**src/rtl/vram_remap_pkg.sv**
```systemverilog
// Package: shared types for the display fetch address remapper.
// Assumes: width codes are decoded as listed; code 2'b11 aliases doubleword.
package vram_remap_pkg;

    typedef enum logic [1:0] {
        FETCH_BYTE  = 2'b00,
        FETCH_WORD  = 2'b01,
        FETCH_DWORD = 2'b10,
        FETCH_DWALT = 2'b11
    } fetch_width_e;

    typedef struct packed {
        fetch_width_e width;
        logic         no_rotate;
        logic         keep_b13;
        logic         keep_b14;
    } remap_ctrl_t;

endpackage

```
**src/rtl/scan_addr_counter.sv**
```systemverilog
// Module: scan_addr_counter
// Walks characters along a line and row-scan values within a character row,
// and produces the linear display address start + row_base + char_idx.
// Assumes: char_tick never coincides with frame_start (top gates it).
module scan_addr_counter #(
    parameter int ADDR_W = 16,
    parameter int CHAR_W = 8,
    parameter int SCAN_W = 5
) (
    input  logic              clk,
    input  logic              rst_n,
    input  logic              frame_start,
    input  logic              char_tick,
    input  logic [ADDR_W-1:0] start_addr,
    input  logic [CHAR_W-1:0] chars_per_line,
    input  logic [SCAN_W-1:0] max_scan,
    output logic [ADDR_W-1:0] disp_addr,
    output logic [SCAN_W-1:0] row_scan
);

    localparam int IDX_W = CHAR_W + 1;

    logic [ADDR_W-1:0] start_q;
    logic [ADDR_W-1:0] row_base_q;
    logic [CHAR_W-1:0] cpl_q;
    logic [CHAR_W-1:0] char_q;
    logic [SCAN_W-1:0] max_q;
    logic [SCAN_W-1:0] scan_q;
    logic [IDX_W-1:0]  char_next;
    logic              line_end;

    // Detect the last character of a scanline.
    always_comb begin
        char_next = {1'b0, char_q} + IDX_W'(1);
        line_end  = (char_next >= {1'b0, cpl_q});
    end

    // Capture the frame geometry and step the character and row-scan counters.
    always_ff @(posedge clk) begin
        if (!rst_n) begin
            start_q    <= '0;
            row_base_q <= '0;
            cpl_q      <= '0;
            char_q     <= '0;
            max_q      <= '0;
            scan_q     <= '0;
        end else if (frame_start) begin
            start_q    <= start_addr;
            cpl_q      <= chars_per_line;
            max_q      <= max_scan;
            row_base_q <= '0;
            char_q     <= '0;
            scan_q     <= '0;
        end else if (char_tick) begin
            if (line_end) begin
                char_q <= '0;
                if (scan_q >= max_q) begin
                    scan_q     <= '0;
                    row_base_q <= row_base_q + ADDR_W'(cpl_q);
                end else begin
                    scan_q <= scan_q + SCAN_W'(1);
                end
            end else begin
                char_q <= char_q + CHAR_W'(1);
            end
        end
    end

    // Form the linear display address (wraps at the address width).
    always_comb begin
        disp_addr = start_q + row_base_q + ADDR_W'(char_q);
        row_scan  = scan_q;
    end

    // the row-scan count never passes the captured last scanline.
    p_scan_bound_r9: assert property (@(posedge clk) disable iff (!rst_n)
        scan_q <= max_q);

    // the character index stays below the captured line length.
    p_char_bound_r9: assert property (@(posedge clk) disable iff (!rst_n)
        (cpl_q != '0) |-> (char_q < cpl_q));

endmodule

```
**src/rtl/addr_rotator.sv**
```systemverilog
// Module: addr_rotator
// Rotates the display address for word or doubleword fetch widths. Upper bits
// fall off at the address width, and the chosen high bits fill the vacated
// low bits.
// Assumes: ADDR_W > DW_SRC + 1 and ADDR_W > WORD_SRC.
module addr_rotator
    import vram_remap_pkg::*;
#(
    parameter int ADDR_W   = 16,
    parameter int WORD_SRC = 13,
    parameter int DW_SRC   = 12
) (
    input  logic [ADDR_W-1:0] addr_in,
    input  fetch_width_e      width,
    input  logic              no_rotate,
    output logic [ADDR_W-1:0] addr_out
);

    // Select pass-through, one-bit or two-bit rotation.
    always_comb begin
        addr_out = addr_in;
        if (!no_rotate) begin
            unique case (width)
                FETCH_BYTE: addr_out = addr_in;
                FETCH_WORD: addr_out = {addr_in[ADDR_W-2:0], addr_in[WORD_SRC]};
                default:    addr_out = {addr_in[ADDR_W-3:0], addr_in[DW_SRC+1:DW_SRC]};
            endcase
        end
    end

endmodule

```
**src/rtl/scan_bit_subst.sv**
```systemverilog
// Module: scan_bit_subst
// Replaces SUB_N consecutive address bits, starting at LO_BIT, with the low
// row-scan bits wherever the matching keep bit is 0.
// Assumes: LO_BIT + SUB_N <= ADDR_W and SUB_N <= SCAN_W.
module scan_bit_subst #(
    parameter int ADDR_W = 16,
    parameter int SCAN_W = 5,
    parameter int LO_BIT = 13,
    parameter int SUB_N  = 2
) (
    input  logic [ADDR_W-1:0] addr_in,
    input  logic [SCAN_W-1:0] row_scan,
    input  logic [SUB_N-1:0]  keep,
    output logic [ADDR_W-1:0] addr_out
);

    logic [SUB_N-1:0] sub_bits;

    // One selector per substituted bit position.
    for (genvar k = 0; k < SUB_N; k++) begin : g_sel
        assign sub_bits[k] = keep[k] ? addr_in[LO_BIT+k] : row_scan[k];
    end

    // Merge the selected bits back into the address.
    always_comb begin
        addr_out = addr_in;
        addr_out[LO_BIT+SUB_N-1:LO_BIT] = sub_bits;
    end

endmodule

```
**src/rtl/vmem_addr_remap.sv**
```systemverilog
// Module: vmem_addr_remap (top)
// Display fetch address path. Counter -> rotation -> row-scan substitution ->
// planar offset -> output register. A CPU access bypasses the remap and takes
// priority over a fetch in the same cycle.
// Assumes: configuration inputs matter only in a frame_start cycle.
module vmem_addr_remap
    import vram_remap_pkg::*;
#(
    parameter int ADDR_W  = 16,
    parameter int PLANE_W = 2,
    parameter int CHAR_W  = 8,
    parameter int SCAN_W  = 5
) (
    input  logic                      clk,
    input  logic                      rst_n,
    input  logic                      frame_start,
    input  logic                      fetch_en,
    input  logic                      cpu_sel,
    input  logic [ADDR_W-1:0]         cpu_addr,
    input  logic [PLANE_W-1:0]        plane,
    input  logic [ADDR_W-1:0]         start_addr,
    input  logic [CHAR_W-1:0]         chars_per_line,
    input  logic [SCAN_W-1:0]         max_scan,
    input  logic [1:0]                width_mode,
    input  logic                      no_rotate,
    input  logic                      keep_b13,
    input  logic                      keep_b14,
    output logic [ADDR_W+PLANE_W-1:0] mem_off,
    output logic                      out_valid
);

    localparam int OFF_W  = ADDR_W + PLANE_W;
    localparam int SUB_LO = 13;
    localparam int SUB_N  = 2;

    remap_ctrl_t       ctrl_q;
    logic              char_tick;
    logic              take_valid;
    logic [ADDR_W-1:0] disp_addr;
    logic [SCAN_W-1:0] row_scan;
    logic [ADDR_W-1:0] rot_addr;
    logic [ADDR_W-1:0] sub_addr;
    logic [ADDR_W-1:0] sel_addr;

    // A display character clock happens only without CPU access or frame start.
    always_comb begin
        char_tick  = fetch_en && !cpu_sel && !frame_start;
        take_valid = cpu_sel || char_tick;
    end

    // Capture the mode bits once per frame.
    always_ff @(posedge clk) begin
        if (!rst_n) begin
            ctrl_q <= '0;
        end else if (frame_start) begin
            ctrl_q <= '{width: fetch_width_e'(width_mode), no_rotate: no_rotate,
                        keep_b13: keep_b13, keep_b14: keep_b14};
        end
    end

    scan_addr_counter #(
        .ADDR_W (ADDR_W),
        .CHAR_W (CHAR_W),
        .SCAN_W (SCAN_W)
    ) i_counter (
        .clk            (clk),
        .rst_n          (rst_n),
        .frame_start    (frame_start),
        .char_tick      (char_tick),
        .start_addr     (start_addr),
        .chars_per_line (chars_per_line),
        .max_scan       (max_scan),
        .disp_addr      (disp_addr),
        .row_scan       (row_scan)
    );

    addr_rotator #(
        .ADDR_W (ADDR_W)
    ) i_rotate (
        .addr_in   (disp_addr),
        .width     (ctrl_q.width),
        .no_rotate (ctrl_q.no_rotate),
        .addr_out  (rot_addr)
    );

    scan_bit_subst #(
        .ADDR_W (ADDR_W),
        .SCAN_W (SCAN_W),
        .LO_BIT (SUB_LO),
        .SUB_N  (SUB_N)
    ) i_subst (
        .addr_in  (rot_addr),
        .row_scan (row_scan),
        .keep     ({ctrl_q.keep_b14, ctrl_q.keep_b13}),
        .addr_out (sub_addr)
    );

    // The CPU path uses the untouched address.
    always_comb begin
        sel_addr = cpu_sel ? cpu_addr : sub_addr;
    end

    // Register the planar offset and its valid flag.
    always_ff @(posedge clk) begin
        if (!rst_n) begin
            mem_off   <= '0;
            out_valid <= 1'b0;
        end else begin
            out_valid <= take_valid;
            if (take_valid) begin
                mem_off <= {sel_addr, plane};
            end
        end
    end

    // a CPU cycle yields its own address and plane one cycle later.
    p_cpu_bypass_r8: assert property (@(posedge clk) disable iff (!rst_n)
        cpu_sel |=> (out_valid && mem_off == {$past(cpu_addr), $past(plane)}));

    // the plane index lands in the low bits of every valid result.
    p_plane_low_r7: assert property (@(posedge clk) disable iff (!rst_n)
        take_valid |=> (mem_off[PLANE_W-1:0] == $past(plane)));

    // captured mode bits change only on a frame-start pulse.
    p_mode_hold_r10: assert property (@(posedge clk) disable iff (!rst_n)
        !frame_start |=> $stable(ctrl_q));

    // nothing requested means no valid result next cycle.
    p_idle_invalid_r11: assert property (@(posedge clk) disable iff (!rst_n)
        (!cpu_sel && (!fetch_en || frame_start)) |=> !out_valid);

    // with bit 13 substitution on, the result bit follows row-scan bit 0.
    p_b13_scan_r4: assert property (@(posedge clk) disable iff (!rst_n)
        (char_tick && !ctrl_q.keep_b13) |=> (mem_off[PLANE_W+SUB_LO] == $past(row_scan[0])));

    // with bit 14 substitution on, the result bit follows row-scan bit 1.
    p_b14_scan_r5: assert property (@(posedge clk) disable iff (!rst_n)
        (char_tick && !ctrl_q.keep_b14) |=> (mem_off[PLANE_W+SUB_LO+1] == $past(row_scan[1])));

endmodule

```
**config.mk**
```make
export PLATFORM = sky130hd
export DESIGN_NAME = vmem_addr_remap
export DESIGN_NICKNAME = d
export VERILOG_FILES = /design/src/rtl/vram_remap_pkg.sv /design/src/rtl/scan_addr_counter.sv /design/src/rtl/addr_rotator.sv /design/src/rtl/scan_bit_subst.sv /design/src/rtl/vmem_addr_remap.sv
export SDC_FILE = /design/constraint.sdc
export NUM_CORES = 1
export LEC_CHECK = 0
export BUFFER_PORTS_ARGS = -buffer_cell sky130_fd_sc_hd__buf_2
export CORE_MARGIN = 8
export CORE_UTILIZATION = 30
export DETAILED_ROUTE_END_ITERATION = 10
export PLACE_DENSITY = 0.53
export SLEW_MARGIN = 0
export SYNTH_ARGS = -nofsm -noshare
export SYNTH_HDL_FRONTEND = slang
export SYNTH_SLANG_ARGS = --single-unit
```
**constraint.sdc**
```tcl
create_clock -name clk -period 2.97 [get_ports clk]
set_input_delay 0.297 -clock clk [delete_from_list [all_inputs] [get_ports clk]]
set_output_delay 0.297 -clock clk [all_outputs]
set_load 0.02 [all_outputs]
```
==> results of run 1 <==
[how the worst min path moves through the flow]
stage	start	endpoint	slack, ns	cells past startpoint
after floorplan	fetch_en	i_counter.char_q[0]	0.41	1
after global placement	mem_off[0]	mem_off[0]	0.45	2
after detailed placement	mem_off[0]	mem_off[0]	0.46	2
after CTS	width_mode[1]	ctrl_q[4]	0.20	3
after global routing	chars_per_line[2]	i_counter.cpl_q[2]	0.21	3
final	width_mode[1]	ctrl_q[4]	0.20	3
[metal layers]
| layer | routed length (um) | GRT usage [%] | share of wire [%] | vias to the layer above |
|---|---|---|---|---|
| li1 | - | - | - | 2420 |
| met1 | 7230 | 16.6 | 48 | 2217 |
| met2 | 6880 | 20.7 | 46 | 109 |
| met3 | 740 | 2.61 | 4.9 | 16 |
| met4 | 227 | 4.85 | 1.5 | 0 |
| met5 | 0 | 0 | 0 | - |
[power by group through the flow]
stage / combinational [uW] / clock (uW) / sequential [uW]
after floorplan: 247 / 0 / 1220
after global placement: 391 / 0 / 1210
after detailed placement: 400 / 0 / 1210
after CTS: 410 / 1130 / 1190
after global routing: 472 / 1180 / 1190
final: 428 / 1100 / 1190
[kinds of logic after synthesis]
| kind of cell | synth area share [%] |
|---|---|
| AO/OA/AOI/OAI | 20.9 |
| XOR/XNOR | 3.88 |
| adder cells (fa/ha/maj) | 13.9 |
| buffers and inverters | 4.09 |
| flip-flops | 30.3 |
| multiplexers | 7.94 |
| AND/OR/NAND/NOR | 19.0 |
[flip-flops by register name, summed over array words and instances (netlist names)]
signal / count
i_counter.start_q: 16
i_counter.row_scan: 5
ctrl_q: 5
i_counter.char_q: 8
i_counter.cpl_q: 8
i_counter.max_q: 5
i_counter.row_base_q: 16
out_valid: 1
mem_off: 18
[synth_stat cells (9+ instances only)]
cell                       instances  area [um^2]
sky130_fd_sc_hd__dfxtp_1          82         1640
sky130_fd_sc_hd__ha_1             44          551
sky130_fd_sc_hd__mux2i_1          43          430
sky130_fd_sc_hd__nor2b_1          42          263
sky130_fd_sc_hd__a21oi_1          38          190
sky130_fd_sc_hd__o21ai_0          38          190
sky130_fd_sc_hd__nand2_1          37          139
sky130_fd_sc_hd__nor2_1           30          113
sky130_fd_sc_hd__inv_1            27          101
sky130_fd_sc_hd__clkbuf_1         25         93.8
sky130_fd_sc_hd__nor3_1           18         90.1
sky130_fd_sc_hd__xnor2_1          16          140
sky130_fd_sc_hd__nand3_1          15         75.1
sky130_fd_sc_hd__or3_1            13         81.3
sky130_fd_sc_hd__fa_1             10          200
sky130_fd_sc_hd__o211ai_1         10         75.1
sky130_fd_sc_hd__o31ai_1           9         67.6
[cell type report]
class / count / area (um^2)
Clock buffer: 11 / 233
Clock inverter: 5 / 55.1
Fill cell: 1802 / 11000
Inverter: 27 / 101
Multi-Input combinational cell: 479 / 3840
Sequential cell: 82 / 1650
Tap cell: 229 / 287
Timing Repair Buffer: 106 / 652
[per-stage QoR]
stage / util [%] / hold slack, ns
floorplan: - / 0.415
finish: 38.2 / 0.201
detailed placement: 34.4 / 0.463
global route: 38.2 / 0.207
CTS: 36.5 / 0.200
global placement: 34.4 / 0.447
[tightest hold or removal path, stage by stage]
cell and delay, ns:
sky130_fd_sc_hd__buf_2 0.07, sky130_fd_sc_hd__mux2i_1 0.05, sky130_fd_sc_hd__nor2b_1 0.09
[repair_timing]
action,in CTS,in global routing
gates resized for setup,15,49
pin swaps,12,30
buffers inserted,3,9
hold endpoints to repair,0,0
endpoints found under the setup margin,14,41
hold buffers,0,0
==> insert_results.sql, run 1 <==
INSERT INTO impl_metrics (metric_group, metric, value, unit) VALUES
('status', 'status', 'finished, violations left', ''),
('status', 'violated_checks', 'negative setup slack', ''),
('placement', 'place_worst_setup_slack', '-0.106', 'ns'),
('grt', 'grt_pass1_vias', '4709', ''),
('placement', 'dpl.hpwl', '11500', 'um'),
('detailed_routing', 'dr_vias_cell', '5.07', ''),
('worst_setup_path', 'crit_path_start_kind', 'register', ''),
('placement', 'place_inst', '912', ''),
('placement', 'postPlaceCellArea', '0.00613', 'mm^2'),
('sta', 'tns', '-0.0884', 'ns'),
('floorplan', 'core', '0.0178', 'mm^2'),
('detailed_routing', 'first_pass_iters', '5', ''),
('sta', 'min_period_over_period', '101', '%'),
('yosys', 'async_flop_share', '0', '%'),
('floorplan', 'initial_util', '30.4', '%'),
('worst_setup_path', 'library_cell_contributing_the_largest_single_delay_on_the_critical_path', 'sky130_fd_sc_hd__fa_1', ''),
('layout', 'final_layout_size_suffix_gt1_share', '25.8', '%'),
('worst_setup_path', 'critical_path.max_stage_delay', '0.53', 'ns'),
('clock_tree', 'cts.path.max_buffers', '2', ''),
('sta', 'timing.fmax', '0.332', 'GHz'),
('worst_setup_path', 'critPathArrivalTime', '3.27', 'ns'),
('worst_setup_path', 'worstPathCellList', 'inv_2 > fa_1 > inv_1 > ha_2 > fa_2 > a211oi_4 > o31ai_4 > buf_4 > buf_6 > o22ai_4 > xnor2_2 > o211ai_1 > o31ai_1', ''),
('worst_setup_path', 'setup.worst_path.start', 'i_counter.start_q[1]', ''),
('sta', 'skew', '0.00981', 'ns'),
('sta', 'maxSlewViolCount', '0', ''),
('worst_setup_path', 'endpoint_kind', 'register', ''),
('grt', 'grt_pass1_wl', '23300', 'um'),
('worst_setup_path', 'worst_path_dominant_cell_family', 'adder cells', ''),
('detailed_routing', 'drt-wirelength-per-cell', '16.1', 'um'),
('pwr', 'ir_drop', '0.000252', 'V'),
('layout', 'layoutNonFillerInstCount', '939', ''),
('worst_setup_path', 'r2r_start', 'i_counter.start_q[1]', ''),
('pwr', 'share_seq_of_total_power', '43.6', '%'),
('sta', 'final_hold_viol_count', '0', ''),
('pwr', 'power.internal', '1980', 'uW'),
('worst_setup_path', 'r2r_end', 'mem_off[12]', ''),
('sta', 'setup_viol_count_final', '3', ''),
('yosys', 'ys.flop_type', 'sky130_fd_sc_hd__dfxtp_1', ''),
('yosys', 'synth-edff-count', '0', ''),
('sta', 'timing.max_slew.rel_slack', '39.4', '%'),
('yosys', 'syn-cell-area', '0.00542', 'mm^2'),
('worst_setup_path', 'setup.worst_path.end', 'mem_off[12]', ''),
('sta', 'worst_pin_slew', '0.907', 'ns'),
('floorplan', 'std_cell_rows', '49', ''),
('detailed_routing', 'detail_route.drc_violations', '0', ''),
('floorplan', 'fp.dieArea', '0.0226', 'mm^2'),
('layout', 'synthToLayoutAreaGrowth', '25.9', '%'),
('detailed_routing', 'number_of_routed_nets_with_antenna_violations', '0', ''),
('layout', 'num-nets-final', '816', ''),
('worst_setup_path', 'reg2reg_slack', '-0.04', 'ns'),
('detailed_routing', 'drt_wl_total', '15100', 'um'),
('grt', 'grt_util_all_layers', '12.9', '%'),
('pwr', 'clock_power_share', '40.6', '%'),
('pwr', 'combinational_cell_fraction_of_total_power', '15.8', '%'),
('worst_setup_path', 'worstPathBufferInverterCount', '4', ''),
('job', 'drv_cap', '0', ''),
('layout', 'antenna_cell_count', '0', ''),
('worst_setup_path', 'crit_required', '3.23', 'ns'),
('sta', 'rsz_0062_raised_after_global_routing', 'true', ''),
('pwr', 'totalPowerFinal', '2720', 'uW'),
('yosys', 'avgSynthCellArea', '8.78', 'um^2'),
('floorplan', 'die_height', '150', 'um'),
('detailed_routing', 'overall_via_count_from_detail_route', '4762', ''),
('clock_tree', 'cts_buffers', '9', ''),
('sta', 'setup_slack', '-0.0436', 'ns'),
('worst_setup_path', 'cp.depth', '13', ''),
('yosys', 'netlist-cell-type-count', '66', ''),
('yosys', 'netlist_instances', '617', ''),
('grt', 'antenna_violations_before_repair', '0', ''),
('yosys', 'yosys_reg_bits', '82', ''),
('floorplan', 'floorplan.io_pins', '76', '');
No activity file was read; power rests on OpenSTA's default activity.
==> run 2, diff against run 1 <==
--- a/config.mk
+++ b/config.mk
@@ -10,6 +10,7 @@
 export CORE_UTILIZATION = 30
 export DETAILED_ROUTE_END_ITERATION = 10
 export PLACE_DENSITY = 0.53
+export RECOVER_POWER = 100
 export SLEW_MARGIN = 0
 export SYNTH_ARGS = -nofsm -noshare
 export SYNTH_HDL_FRONTEND = slang
==> run 2 against run 1 <==
The run still ends with negative setup slack left. Largest cell class unchanged. Wire length grew 0.13%. Worst setup slack lost 0.0060 ns. Total power shrank 0.37%. Critical endpoint unchanged. First-iteration DRC count shrank 4.3%. Count of clock-buffer cells in the layout is the same. Fmax shrank 0.20%. Sequential share of layout area grew 0.30 points.
==> insert_results.sql, run 2 (synthesis gave the netlist of run 1 again) <==
INSERT INTO impl_metrics (metric_group, metric, value, unit) VALUES
('layout', 'layout_top_registers', 'mem_off (18), i_counter.row_base_q (16), i_counter.start_q (16)', ''),
('sta', 'min_period_over_period', '102', '%'),
('layout', 'largest_register_ff_count', '18', ''),
('pwr', 'combinational_cell_fraction_of_total_power', '15.5', '%'),
('grt', 'maximum_number_of_pins_on_one_net_before_global_route_repair', '45', ''),
('pwr', 'swShare', '27.1', '%'),
('pwr', 'switching_power', '733', 'uW'),
('floorplan', 'fp.dieArea', '0.0226', 'mm^2'),
('pwr', 'power.density_cell_area', '402', 'mW/mm^2'),
('layout', 'final_common_cell', 'sky130_fd_sc_hd__dfxtp_1', ''),
('sta', 'rsz_0062_raised_after_global_routing', 'true', ''),
('sta', 'skew', '0.00964', 'ns'),
('detailed_routing', 'drt_first_iter_violations', '244', ''),
('clock_tree', 'cts.path.max_buffers', '2', ''),
('clock_tree', 'clk_pin_slew_worst_paths', '0.06', 'ns'),
('layout', 'largest_register', 'mem_off', ''),
('detailed_routing', 'overall_via_count_from_detail_route', '4747', ''),
('grt', 'grt_util_all_layers', '12.9', '%'),
('layout', 'most-common-layout-cells', '75 x sky130_fd_sc_hd__dfxtp_1, 55 x sky130_fd_sc_hd__buf_2, 42 x sky130_fd_sc_hd__nor2b_1, 42 x sky130_fd_sc_hd__mux2i_1, 41 x sky130_fd_sc_hd__ha_1', ''),
('detailed_routing', 'drt_wl_total', '15100', 'um'),
('placement', 'port_buffers', '75', ''),
('floorplan', 'initial_util', '30.4', '%'),
('hold_path', 'hold_path.class', 'in -> reg', ''),
('clock_tree', 'cts_buffers', '9', ''),
('sta', 'setup_slack', '-0.0496', 'ns'),
('placement', 'dpl.hpwl', '11500', 'um'),
('pwr', 'ir_drop', '0.000245', 'V'),
('layout', 'synthToLayoutAreaGrowth', '24.3', '%'),
('grt', 'grt_overflow_total', '0', ''),
('clock_tree', 'hold_buffers', '0', ''),
('layout', 'final_area', '0.00674', 'mm^2'),
('sta', 'final_hold_viol_count', '0', ''),
('floorplan', 'die_height', '150', 'um'),
('worst_setup_path', 'crit_path_max_fo', '5', ''),
('placement', 'place_worst_setup_slack', '-0.106', 'ns'),
('grt', 'grt_pass1_vias', '4709', ''),
('sta', 'worst_pin_slew', '1.31', 'ns'),
('job', 'drv_cap', '0', ''),
('status', 'violated_checks', 'negative setup slack', ''),
('pwr', 'clock_power_share', '40.7', '%'),
('clock_tree', 'cts_max_level', '3', ''),
('grt', 'grt_pass1_wl', '23300', 'um'),
('detailed_routing', 'detail_route.drc_violations', '0', ''),
('pwr', 'share_seq_of_total_power', '43.8', '%'),
('clock_tree', 'ctsRootBufferMaster', 'sky130_fd_sc_hd__clkbuf_16', ''),
('sta', 'setup_viol_count_final', '11', ''),
('detailed_routing', 'number_of_routed_nets_with_antenna_violations', '0', ''),
('pwr', 'power.internal', '1980', 'uW'),
('placement', 'place_congestion', '0.825', ''),
('layout', 'layoutNonFillerInstCount', '939', ''),
('placement', 'postPlaceCellArea', '0.00613', 'mm^2'),
('worst_setup_path', 'worst-setup-path-type', 'reg -> reg', ''),
('floorplan', 'floorplan.die.width', '150', 'um'),
('clock_tree', 'cts_tree', 'done', ''),
('sta', 'maxSlewViolCount', '0', ''),
('floorplan', 'floorplan.io_pins', '76', ''),
('sta', 'timing.fmax', '0.331', 'GHz'),
('worst_setup_path', 'crit_path_start_kind', 'register', ''),
('floorplan', 'std_cell_rows', '49', ''),
('clock_tree', 'cts.sink_count', '82', ''),
('detailed_routing', 'drt-wirelength-per-cell', '16.1', 'um'),
('pwr', 'p_leak', '0.00287', 'uW'),
('layout', 'num-nets-final', '816', ''),
('sta', 'timing.max_slew.rel_slack', '12.4', '%'),
('pwr', 'totalPowerFinal', '2710', 'uW'),
('worst_setup_path', 'crit_required', '3.22', 'ns'),
('sta', 'final.min_clock_period', '3.02', 'ns'),
('floorplan', 'core', '0.0178', 'mm^2'),
('grt', 'antenna_violations_before_repair', '0', ''),
('detailed_routing', 'dr_vias_cell', '5.06', ''),
('layout', 'antenna_cell_count', '0', ''),
('clock_tree', 'clkLatencyLatePin', '0.35', 'ns'),
('worst_setup_path', 'endpoint_kind', 'register', ''),
('status', 'status', 'finished, violations left', ''),
('detailed_routing', 'first_pass_iters', '4', ''),
('worst_setup_path', 'critPathArrivalTime', '3.27', 'ns'),
('layout', 'final_layout_size_suffix_gt1_share', '22.1', '%'),
('placement', 'place_inst', '912', '');
run 2: changes by cell type in the layout (fill, tap and decap cells not counted), moves of 3 or more:
cell,previous run,this run
sky130_fd_sc_hd__clkbuf_2,0,3
sky130_fd_sc_hd__clkbuf_1,2,23
sky130_fd_sc_hd__buf_2,75,55
sky130_fd_sc_hd__buf_4,24,20
run 2: metrics by stage:
stage          setup TNS (ns)  util [%]  hold slack, ns
2_1_floorplan               0         -           0.415
6_report               -0.191      37.8           0.207
5_1_grt                 -4.18      37.8           0.208
4_1_cts               -0.0260      36.5           0.200
3_5_place_dp           -0.403      34.4           0.463
3_3_place_gp          -0.0318      34.4           0.447
run 2: worst paths after layout:
check | start | endpoint | slack [ns] | cells after the start
max | i_counter.start_q[1] | mem_off[12] | -0.05 | 13
min | width_mode[1] | ctrl_q[4] | 0.21 | 3
max reg2reg | i_counter.start_q[1] | mem_off[12] | -0.05 | 13
min reg2reg | mem_off[0] | mem_off[0] | 0.47 | 2
run 2: power by group through the flow:
stage	Combinational (uW)	Sequential, uW	Clock, uW
global route	465	1190	1180
global placement	391	1210	0
detailed placement	400	1210	0
CTS	410	1190	1130
finish	420	1190	1100
floorplan	247	1220	0
run 2: what timing repair did:
action / CTS / global route
endpoints found under the setup margin: 14 / 41
setup buffers: 3 / 9
pin swaps: 12 / 30
resized for setup: 15 / 49
endpoints found under the hold margin: 0 / 0
gates cloned: 0 / 0
run 2: per-layer routing:
layer	vias to the layer above	global-route usage, %	part of all wire, %
met2	111	20.7	46
met1	2196	16.6	48
li1	2427	-	-
met3	13	2.61	5.1
met4	0	4.85	0.91
met5	-	0	0
run 2: area by class of cell:
class	instances	area, um^2
Clock buffer	11	233
Clock inverter	5	55.1
Fill cell	1818	11100
Inverter	27	101
Multi-Input combinational cell	479	3810
Sequential cell	82	1650
Tap cell	229	287
Timing Repair Buffer	106	603
run 2: critical path, stage by stage (launching register included):
cell,delay (ns)
sky130_fd_sc_hd__dfxtp_2,0.33
sky130_fd_sc_hd__inv_2,0.04
sky130_fd_sc_hd__fa_1,0.53
sky130_fd_sc_hd__inv_1,0.05
sky130_fd_sc_hd__ha_2,0.19
sky130_fd_sc_hd__fa_2,0.39
sky130_fd_sc_hd__a211oi_4,0.25
sky130_fd_sc_hd__o31ai_4,0.10
sky130_fd_sc_hd__buf_4,0.16
sky130_fd_sc_hd__buf_6,0.12
sky130_fd_sc_hd__o22ai_4,0.18
sky130_fd_sc_hd__xnor2_2,0.18
sky130_fd_sc_hd__o211ai_1,0.12
sky130_fd_sc_hd__o31ai_1,0.28
